--- src/rtl/sdo_pkg.sv ---
// Shared definitions for the serial output port.
// Assumes: the mode pin is a static strap that changes only while cs_n is high.
package sdo_pkg;

    // Read-out clocking style chosen by the mode input.
    typedef enum logic {
        MODE_MASTER = 1'b0,
        MODE_SLAVE  = 1'b1
    } rd_mode_e;

    // Reset level of the serial clock and of the ready/data pin.
    localparam logic IDLE_LEVEL = 1'b1;

endpackage

--- src/rtl/sdo_conv_timer.sv ---
// Abstract conversion timer. It counts a fixed conversion period while run is
// high, pulses load on the last cycle of each period, and raises blank for the
// BLANK_CYCLES cycles just before that load.
// Assumes: CONV_CYCLES > BLANK_CYCLES + 1; run low restarts the period.
module sdo_conv_timer #(
    parameter int CONV_CYCLES  = 400,
    parameter int BLANK_CYCLES = 16
) (
    input  logic clk,
    input  logic rst_n,
    input  logic run,
    output logic load,
    output logic blank
);
    localparam int CW = $clog2(CONV_CYCLES);
    localparam logic [CW-1:0] LAST_CNT    = CW'(CONV_CYCLES - 1);
    localparam logic [CW-1:0] BLANK_START = CW'(CONV_CYCLES - 1 - BLANK_CYCLES);

    logic [CW-1:0] cnt;

    // Period counter: cleared in standby, wraps at the end of each conversion.
    always_ff @(posedge clk) begin
        if (!rst_n || !run) begin
            cnt <= '0;
        end else if (cnt == LAST_CNT) begin
            cnt <= '0;
        end else begin
            cnt <= cnt + CW'(1);
        end
    end

    // Update strobe and the blanking window that precedes it.
    assign load  = run && (cnt == LAST_CNT);
    assign blank = run && (cnt >= BLANK_START) && (cnt != LAST_CNT);

endmodule

--- src/rtl/sdo_edge_sync.sv ---
// Brings the external serial clock into the clk domain through SYNC_STAGES
// flops, then compares the last stage with one more flop to flag edges.
// Assumes: each level of the pin lasts longer than SYNC_STAGES + 1 cycles.
module sdo_edge_sync #(
    parameter int SYNC_STAGES = 2
) (
    input  logic clk,
    input  logic rst_n,
    input  logic pin,
    output logic fall,
    output logic rise
);
    localparam int SW = SYNC_STAGES + 1;

    logic [SW-1:0] sr;

    // Shift chain; reset to the idle-high level so that no edge is seen at start-up.
    always_ff @(posedge clk) begin
        if (!rst_n) begin
            sr <= {SW{sdo_pkg::IDLE_LEVEL}};
        end else begin
            sr <= {sr[SW-2:0], pin};
        end
    end

    // Edge flags from the synchronised level and its delayed copy.
    assign fall = sr[SW-1] && !sr[SW-2];
    assign rise = !sr[SW-1] && sr[SW-2];

endmodule

--- src/rtl/sdo_master_clk.sv ---
// Self-clocked read-out generator. Once active, it waits RDY_HOLD cycles with
// the clock high, then toggles the clock every cycle and flags each edge it makes.
// Assumes: RDY_HOLD >= 1; active drops on the cycle after the last rising edge.
module sdo_master_clk #(
    parameter int RDY_HOLD = 2
) (
    input  logic clk,
    input  logic rst_n,
    input  logic active,
    output logic sclk,
    output logic fall,
    output logic rise
);
    localparam int HW = $clog2(RDY_HOLD + 1);
    localparam logic [HW-1:0] HOLD_END = HW'(RDY_HOLD);

    logic [HW-1:0] hold;
    logic          running;

    assign running = active && (hold == HOLD_END);

    // Ready interval counter, then clock toggling; parks high when idle.
    always_ff @(posedge clk) begin
        if (!rst_n || !active) begin
            sclk <= sdo_pkg::IDLE_LEVEL;
            hold <= '0;
        end else if (!running) begin
            hold <= hold + HW'(1);
        end else begin
            sclk <= !sclk;
        end
    end

    // Edge flags that line up with the toggle this cycle.
    assign fall = running && sclk;
    assign rise = running && !sclk;

endmodule

--- src/rtl/sdo_out_shifter.sv ---
// Output shift register and ready/data pin. A load parks the word and drives
// the pin low. A fall event shows the next bit MSB first. A rise event completes
// a bit, and the last one releases the word and drives the pin high. Blanking
// and standby drop the word.
// Assumes: fall and rise are never both high in one cycle.
module sdo_out_shifter #(
    parameter int DATA_W = 24
) (
    input  logic              clk,
    input  logic              rst_n,
    input  logic              run,
    input  logic              load,
    input  logic              blank,
    input  logic              fall,
    input  logic              rise,
    input  logic [DATA_W-1:0] word,
    output logic              dout,
    output logic              valid
);
    localparam int BW = $clog2(DATA_W);
    localparam logic [BW-1:0] LAST_BIT = BW'(DATA_W - 1);

    logic [DATA_W-1:0] shreg;
    logic [BW-1:0]     bcnt;
    logic              half;

    // Word hold, bit shifting and pin level, with load > blank > read priority.
    always_ff @(posedge clk) begin
        if (!rst_n || !run) begin
            shreg <= '0;
            valid <= 1'b0;
            dout  <= sdo_pkg::IDLE_LEVEL;
            half  <= 1'b0;
            bcnt  <= '0;
        end else if (load) begin
            shreg <= word;
            valid <= 1'b1;
            dout  <= 1'b0;
            half  <= 1'b0;
            bcnt  <= '0;
        end else if (blank) begin
            valid <= 1'b0;
            dout  <= sdo_pkg::IDLE_LEVEL;
            half  <= 1'b0;
        end else if (valid) begin
            if (fall) begin
                dout  <= shreg[DATA_W-1];
                shreg <= {shreg[DATA_W-2:0], 1'b0};
                half  <= 1'b1;
            end else if (rise && half) begin
                half <= 1'b0;
                if (bcnt == LAST_BIT) begin
                    valid <= 1'b0;
                    dout  <= sdo_pkg::IDLE_LEVEL;
                end else begin
                    bcnt <= bcnt + BW'(1);
                end
            end
        end
    end

endmodule

--- src/rtl/sdo_serial_port.sv ---
// Top of the serial output port. It ties together the conversion timer, the
// external clock synchroniser, the self-clocked generator and the shifter,
// selects the edge source by mode, and derives the pin drive enables from
// the select input.
// Assumes: slave_mode changes only in standby; clk is the oscillator-domain clock.
module sdo_serial_port #(
    parameter int DATA_W       = 24,
    parameter int CONV_CYCLES  = 400,
    parameter int BLANK_CYCLES = 16,
    parameter int RDY_HOLD     = 2,
    parameter int SYNC_STAGES  = 2
) (
    input  logic              clk,
    input  logic              rst_n,
    input  logic              cs_n,
    input  logic              slave_mode,
    input  logic [DATA_W-1:0] result,
    input  logic              sclk_in,
    output logic              sclk_out,
    output logic              sclk_oe,
    output logic              dout,
    output logic              dout_oe
);
    import sdo_pkg::*;

    rd_mode_e mode;
    logic     run;
    logic     load_w, blank_w, valid_w;
    logic     s_fall, s_rise, m_fall, m_rise, m_active;
    logic     fall_w, rise_w;

    assign mode = rd_mode_e'(slave_mode);
    assign run  = !cs_n;

    sdo_conv_timer #(
        .CONV_CYCLES (CONV_CYCLES),
        .BLANK_CYCLES(BLANK_CYCLES)
    ) u_timer (
        .clk  (clk),
        .rst_n(rst_n),
        .run  (run),
        .load (load_w),
        .blank(blank_w)
    );

    sdo_edge_sync #(
        .SYNC_STAGES(SYNC_STAGES)
    ) u_sync (
        .clk  (clk),
        .rst_n(rst_n),
        .pin  (sclk_in),
        .fall (s_fall),
        .rise (s_rise)
    );

    // Self-clocked read-out runs only while a word is held outside the blanking window.
    assign m_active = (mode == MODE_MASTER) && run && valid_w && !blank_w;

    sdo_master_clk #(
        .RDY_HOLD(RDY_HOLD)
    ) u_mclk (
        .clk   (clk),
        .rst_n (rst_n),
        .active(m_active),
        .sclk  (sclk_out),
        .fall  (m_fall),
        .rise  (m_rise)
    );

    // Edge source selected by the read-out mode.
    assign fall_w = (mode == MODE_SLAVE) ? s_fall : m_fall;
    assign rise_w = (mode == MODE_SLAVE) ? s_rise : m_rise;

    sdo_out_shifter #(
        .DATA_W(DATA_W)
    ) u_shift (
        .clk  (clk),
        .rst_n(rst_n),
        .run  (run),
        .load (load_w),
        .blank(blank_w),
        .fall (fall_w),
        .rise (rise_w),
        .word (result),
        .dout (dout),
        .valid(valid_w)
    );

    // Pin drive enables: released at once in standby.
    assign dout_oe = run;
    assign sclk_oe = run && (mode == MODE_MASTER);

endmodule

--- config.mk ---
export PLATFORM = sky130hd
export DESIGN_NAME = sdo_serial_port
export DESIGN_NICKNAME = d
export VERILOG_FILES = /design/src/rtl/sdo_pkg.sv /design/src/rtl/sdo_conv_timer.sv /design/src/rtl/sdo_edge_sync.sv /design/src/rtl/sdo_master_clk.sv /design/src/rtl/sdo_out_shifter.sv /design/src/rtl/sdo_serial_port.sv
export SDC_FILE = /design/constraint.sdc
export NUM_CORES = 1
export LEC_CHECK = 0
export ABC_AREA = 1
export ABC_CLOCK_PERIOD_IN_PS = 2500
export CORE_MARGIN = 4
export CORE_UTILIZATION = 51
export CTS_CLUSTER_DIAMETER = 50
export DETAILED_ROUTE_END_ITERATION = 10
export DONT_BUFFER_PORTS = 1
export MAX_ROUTING_LAYER = met4
export PLACE_DENSITY = 0.72
export SETUP_SLACK_MARGIN = 0.05
export SLEW_MARGIN = 40
export SYNTH_ARGS = -nofsm -noshare
export SYNTH_HDL_FRONTEND = slang
export SYNTH_SLANG_ARGS = --single-unit
export TNS_END_PERCENT = 5
--- constraint.sdc ---
create_clock -name clk -period 2.5 [get_ports clk]
set_input_delay 0.5 -clock clk [delete_from_list [all_inputs] [get_ports clk]]
set_output_delay 0.5 -clock clk [all_outputs]
set_load 0.1 [all_outputs]
; ---- After elaboration in Yosys (flattened, before gate mapping)
; Cells that the tools add are included.
[totals]
register_bits = 47
out_inout_bits = 4
word_cells = 76
mem_bits_ro = 0
latchBits = 0
ram_bits = 0
in_bits = 29
n_memories = 0
[classes]
n_div = 0
n_addsub = 3
n_shift = 0
n_eq_ne = 5
muxes = 20
bitwise = 4
n_mul = 0
reduce_logical = 34
magnitude_cmp = 1
[ops]
columns = op, n
row1 = 24-bit 2-to-1 mux, 4
row2 = 1-bit 2-to-1 mux, 16
row3 = 1-bit logical AND, 12
row4 = 9-bit by 1-bit adder with 9-bit output (second input constant), 1
row5 = 9-bit equality test (second input constant), 1
row6 = 9-bit greater-or-equal comparator (second input constant), 1
row7 = 9-bit inequality test (second input constant), 1
row8 = 4-bit nonzero test, 2
row9 = 1-bit zero test, 7
row10 = 3-bit AND reduction, 2
row11 = 2-bit nonzero test, 3
row12 = 5-bit by 1-bit adder with 5-bit output (second input constant), 1
row13 = 5-bit equality test (second input constant), 1
row14 = 5-bit AND reduction, 1
row15 = 1-bit inverter, 4
row16 = 2-bit OR reduction, 2
row17 = 3-bit nonzero test, 1
row18 = 3-bit OR reduction, 1
row19 = 2-bit by 1-bit adder with 2-bit output (second input constant), 1
row20 = 2-bit equality test (second input constant), 1
row21 = 1-bit logical OR, 2
row22 = 2-bit inequality test (second input constant), 1
row23 = 2-bit AND reduction, 1

; ---- Depth between registers and ports, before layout
[depth]
word_depth = 14
depth_mapped = 14
mapped_depth_nobuf = 14

; ---- Hierarchy
; Synthesis repeated with hierarchy kept, for this count alone.
[hier_totals]
hier_cells = 323
area_unflattened_um2 = 2298.5
[by_module_without_submodules]
columns = mod, n_inst, seq_area_each_um2, cells_per_inst, area_each_um2
row1 = sdo_out_shifter, 1, 640.6, 204, 1522.7
row2 = sdo_conv_timer, 1, 180.2, 71, 480.5
row3 = sdo_master_clk, 1, 60.1, 23, 147.6
row4 = sdo_edge_sync, 1, 60.1, 12, 93.8
row5 = sdo_serial_port, 1, 0.0, 13, 53.8

; ---- Worst setup path before layout
; No wires, ideal clock.
[synth_path]
path_type = input port to flip-flop
startpoint = input cs_n
endpoint = register u_shift.bcnt[0]
setup_slack_ps = 160
required_time_ps = 2384
t_arrival_ps = 2225
path_buffers = 0
setup_ps = 116
path_stages = 10
path_cell_list = inv_1 -> nand2_1 -> a21oi_1 -> nand2_4 -> nand4_2 -> nand2_1 -> nor2_2 -> nand2_4 -> o21ai_0 -> nor2_1
[synth_via]
elab_chain_cells = 10
elab_cells_between_ends = 19
classes_between = 2 x mux / 2 x bitwise / 15 x reduce/logical
[synth_lines]
columns = element, line
row1 = "start, declared", sdo_serial_port.sv:15  ; input logic cs_n,
row2 = 1-bit zero test, sdo_serial_port.sv:33  ; assign run = !cs_n;
row3 = 1-bit logical AND (2 in series), sdo_conv_timer.sv:34  ; assign blank = run && (cnt >= BLANK_START) && (cnt != LAST_CNT);
row4 = 1-bit zero test, sdo_serial_port.sv:57  ; assign m_active = (mode == MODE_MASTER) && run && valid_w && !blank_w;
row5 = 1-bit logical AND, sdo_serial_port.sv:57
row6 = 1-bit logical AND, sdo_master_clk.sv:20  ; assign running = active && (hold == HOLD_END);
row7 = "1-bit logical AND, on equally long branches", "sdo_master_clk.sv:36, sdo_master_clk.sv:35"
row8 = "1-bit 2-to-1 mux, on equally long branches", "sdo_serial_port.sv:72, sdo_serial_port.sv:71"
row9 = 1-bit logical AND or 1-bit inverter (tied branches), --
row10 = 5-bit AND reduction (no source line), --
row11 = "end signal, assigned", sdo_out_shifter.sv:56  ; bcnt <= bcnt + BW'(1);
row12 = "end, declared", sdo_out_shifter.sv:24  ; logic [BW-1:0] bcnt;
; Parallel ways exist; a longest one is shown, timed or not.
; A chain may end at the register's enable or synchronous reset.

; ---- Worst setup path in the final report
[layout_path]
startpoint = register u_timer.cnt[0]
endpoint = register u_shift.shreg[7]
[layout_via]
elab_chain_cells = 10
elab_cells_between_ends = 16
classes_between = 1 x order compare / 3 x eq/ne / 2 x mux / 10 x reduce/logical
[layout_lines]
columns = element, line
row1 = "start, declared", sdo_conv_timer.sv:19  ; logic [CW-1:0] cnt;
row2 = "start signal, assigned", sdo_conv_timer.sv:28  ; cnt <= cnt + CW'(1);
row3 = 9-bit greater-or-equal comparator, sdo_conv_timer.sv:34
row4 = 1-bit logical AND (2 in series), sdo_conv_timer.sv:34
row5 = 1-bit zero test, sdo_serial_port.sv:57
row6 = 1-bit logical AND, sdo_serial_port.sv:57
row7 = 1-bit logical AND, sdo_master_clk.sv:20
row8 = 1-bit logical AND, sdo_master_clk.sv:35  ; assign fall = running && sclk;
row9 = 1-bit 2-to-1 mux, sdo_serial_port.sv:71  ; assign fall_w = (mode == MODE_SLAVE) ? s_fall : m_fall;
row10 = 2-bit nonzero test (no source line), --
row11 = 3-bit AND reduction (no source line), --
row12 = "end signal, assigned", sdo_out_shifter.sv:36  ; shreg <= word;
row13 = "end signal, assigned", sdo_out_shifter.sv:48  ; shreg <= {shreg[DATA_W-2:0], 1'b0};
row14 = "end, declared", sdo_out_shifter.sv:23  ; logic [DATA_W-1:0] shreg;
; Parallel ways exist; a longest one is shown, timed or not.

==> run metrics <==
Pleak=1.26 nW; CTS-repair resized insts=0; drt first-iter violations=136; Power Density=490 nW/um^2; antenna fix cells=0; final hold violations=0; DR pass1 iterations=4; routed len/inst=10.4 um; most common cell after layout, fill and taps aside=nand2_1; max-cap violations=0; Crit Path Class=flop to flop; total power=1.22 mW; r2r endpoint=u_shift.shreg[7]; CTS tree=built; Reg clk slew, reported paths=0.08 ns; Final min period=2.06 ns; Area Growth Syn to Fin=5.06%; Seq pwr share=61.6%; yosys warns=0; worst hold path class=primary input to flop; clk_lat worst skew=0.29 ns; Worst Setup SP=u_timer.cnt[0]; Remaining Overflow, GRT=0; Peak VDD IR=235 uV; routed wire length=4.28 mm; CTS buffer count=5; setup TNS=0 ns; P_sw=266 uW; WHS=0.276 ns; CTS Buffer Depth=2; Die ar.=5810 sq um; setup bufs post-CTS=0; crit-path max FO=46; worst slew pin tran=0.469 ns; GRT Total Usage=15.6%; CP endpoint=u_shift.shreg[7]; Register Area=941 sq um; Worst Path Arrival=2.24 ns; Chip Height=76.2 um; fraction of registers with async set/reset=0%; synthesized cell area=2370 sq um; gpl congestion=0.765; Clock Power Share=35.2%; number of synthesized register bits=47; final period utilization=82.3%; Syn Nets=389; H-tree depth=2; Cell Area, Placed=2410 sq um; vias=2021; share of cells above drive strength 1=9.17%; Final nets=391; CP endpoint kind=flop; footprint of the multi-input gates=1180 sq um; Sw Share=21.8%; Initial Util=53.4%; FP Rows=24; most frequent cells in the layout=nand2_1 (102), nor2_1 (63), dfxtp_1 (47); first-pass GRT wire length=7.49 mm; Boundary Pins=33; root buffer cell=clkbuf_8; Post-Syn Instances=357; relative slew slack=68.7%; Fmax=486 MHz; largest net degree at the start of global routing=47; die width=76.2 um; Remaining DRCs=0; fillers=454; cells on worst reg2reg path=10; Vias/cell=4.91; number of synthesized flops with an enable pin=0; Seq/Total Area, Yosys=39.6%; crit path launch type=flop; initial antenna violation count=0; clock sink total=47; combinational share of power=3.2%; fin area=2490 sq um; fin. max-slew vios=0; Power Internal=956 uW; Layout Skew=0.00625 ns; count of input and output buffers=0; final setup vio count=0; vias in the first global route=1750; reg2reg start=u_timer.cnt[0]; synthesized area per cell=6.65 sq um; DRT antenna net count=0; status=finished clean; unrepaired setup endpoints after global routing=false; CP Data Required Time=2.68 ns; Post-CTS Hold Buffers=0; Post-DP HPWL=3.04 mm; FF-to-FF setup slack=0.44 ns; Post-synth top flop=dfxtp_1; Netlist cell types=28; Core Area=4440 sq um
[power groups by stage]
stage	Clock [mW]	Sequential, mW	Combinational, mW
finish	0.430	0.753	0.0390
floorplan	0	0.770	0.0308
detailed placement	0	0.771	0.0391
global placement	0	0.771	0.0392
global route	0.484	0.754	0.0424
CTS	0.448	0.753	0.0395
[per-layer routing]
layer	GRT usage, %	up-vias	wire (um)
met3	4.73	5	272
li1	-	1103	-
met1	20.5	878	2200
met5	-	-	0
met2	22.8	35	1770
met4	4.89	0	41
[critical path: stages (launching register included)]
cell and delay, ns:
dfxtp_1 0.36, ha_1 0.19, nand3_1 0.13, nor2_2 0.13, a21oi_1 0.11, nand2_4 0.14
nand4_2 0.12, nand3_2 0.12, nand3_4 0.36, nor2_1 0.22, nor2_1 0.07
[worst min-delay path by stage]
stage / from / to / depth (start not counted)
6_report: rst_n / u_sync.sr[2] / 1
5_1_grt: rst_n / u_sync.sr[2] / 1
4_1_cts: rst_n / u_sync.sr[2] / 1
3_5_place_dp: u_sync.sr[0] / u_sync.sr[1] / 1
3_3_place_gp: u_sync.sr[0] / u_sync.sr[1] / 1
2_1_floorplan: u_sync.sr[0] / u_sync.sr[1] / 1
[Yosys cell counts, types with 2 or more instances]
cell / count / share of area, %
a21oi_1: 15 / 3.2
buf_2: 2 / 0.42
buf_4: 5 / 1.6
buf_6: 2 / 0.95
clkbuf_1: 3 / 0.47
dfxtp_1: 47 / 40
ha_1: 3 / 1.6
inv_1: 42 / 6.6
inv_2: 3 / 0.47
nand2_1: 102 / 16
nand2_4: 2 / 0.95
nand3_1: 16 / 3.4
nand3_2: 2 / 0.84
nand4_1: 4 / 1.1
nor2_1: 64 / 10
nor2_2: 4 / 1.1
nor3b_1: 2 / 0.63
o21ai_0: 24 / 5.1
or2_2: 3 / 0.79
xnor2_1: 2 / 0.74
xor2_1: 3 / 1.1
[kinds of logic after synthesis]
family / synth area share [%]
flip-flops: 39.6
AND/OR/NAND/NOR: 37.0
XOR/XNOR: 1.85
AO/OA/AOI/OAI: 9.23
adder cells (fa/ha/maj): 1.58
buffers and inverters: 10.8
[state kept, by name, indices dropped and copies added (netlist names)]
register       flops
u_shift.bcnt       5
u_shift.dout       1
u_shift.valid      1
u_shift.shreg     24
u_mclk.sclk        1
u_mclk.hold        2
u_timer.cnt        9
u_sync.sr          3
u_shift.half       1
[cell type report]
class	count	share of cell area [%]
Multi-Input combinational cell	252	47.3
Sequential cell	47	37.7
Inverter	46	6.97
Clock buffer	7	3.06
Tap cell	52	2.61
Timing Repair Buffer	7	2.11
Clock inverter	1	0.201
[through the flow]
stage | std cells | util (%) | setup WS [ns]
6_report | 412 | 56.1 | 0.444
3_5_place_dp | 404 | 54.3 | 0.468
2_1_floorplan | 357 | - | 0.160
4_1_cts | 412 | 56.1 | 0.437
5_1_grt | 412 | 56.1 | 0.139
3_3_place_gp | 404 | 54.3 | 0.515
Note: power is estimated with default switching activity, not from simulation.
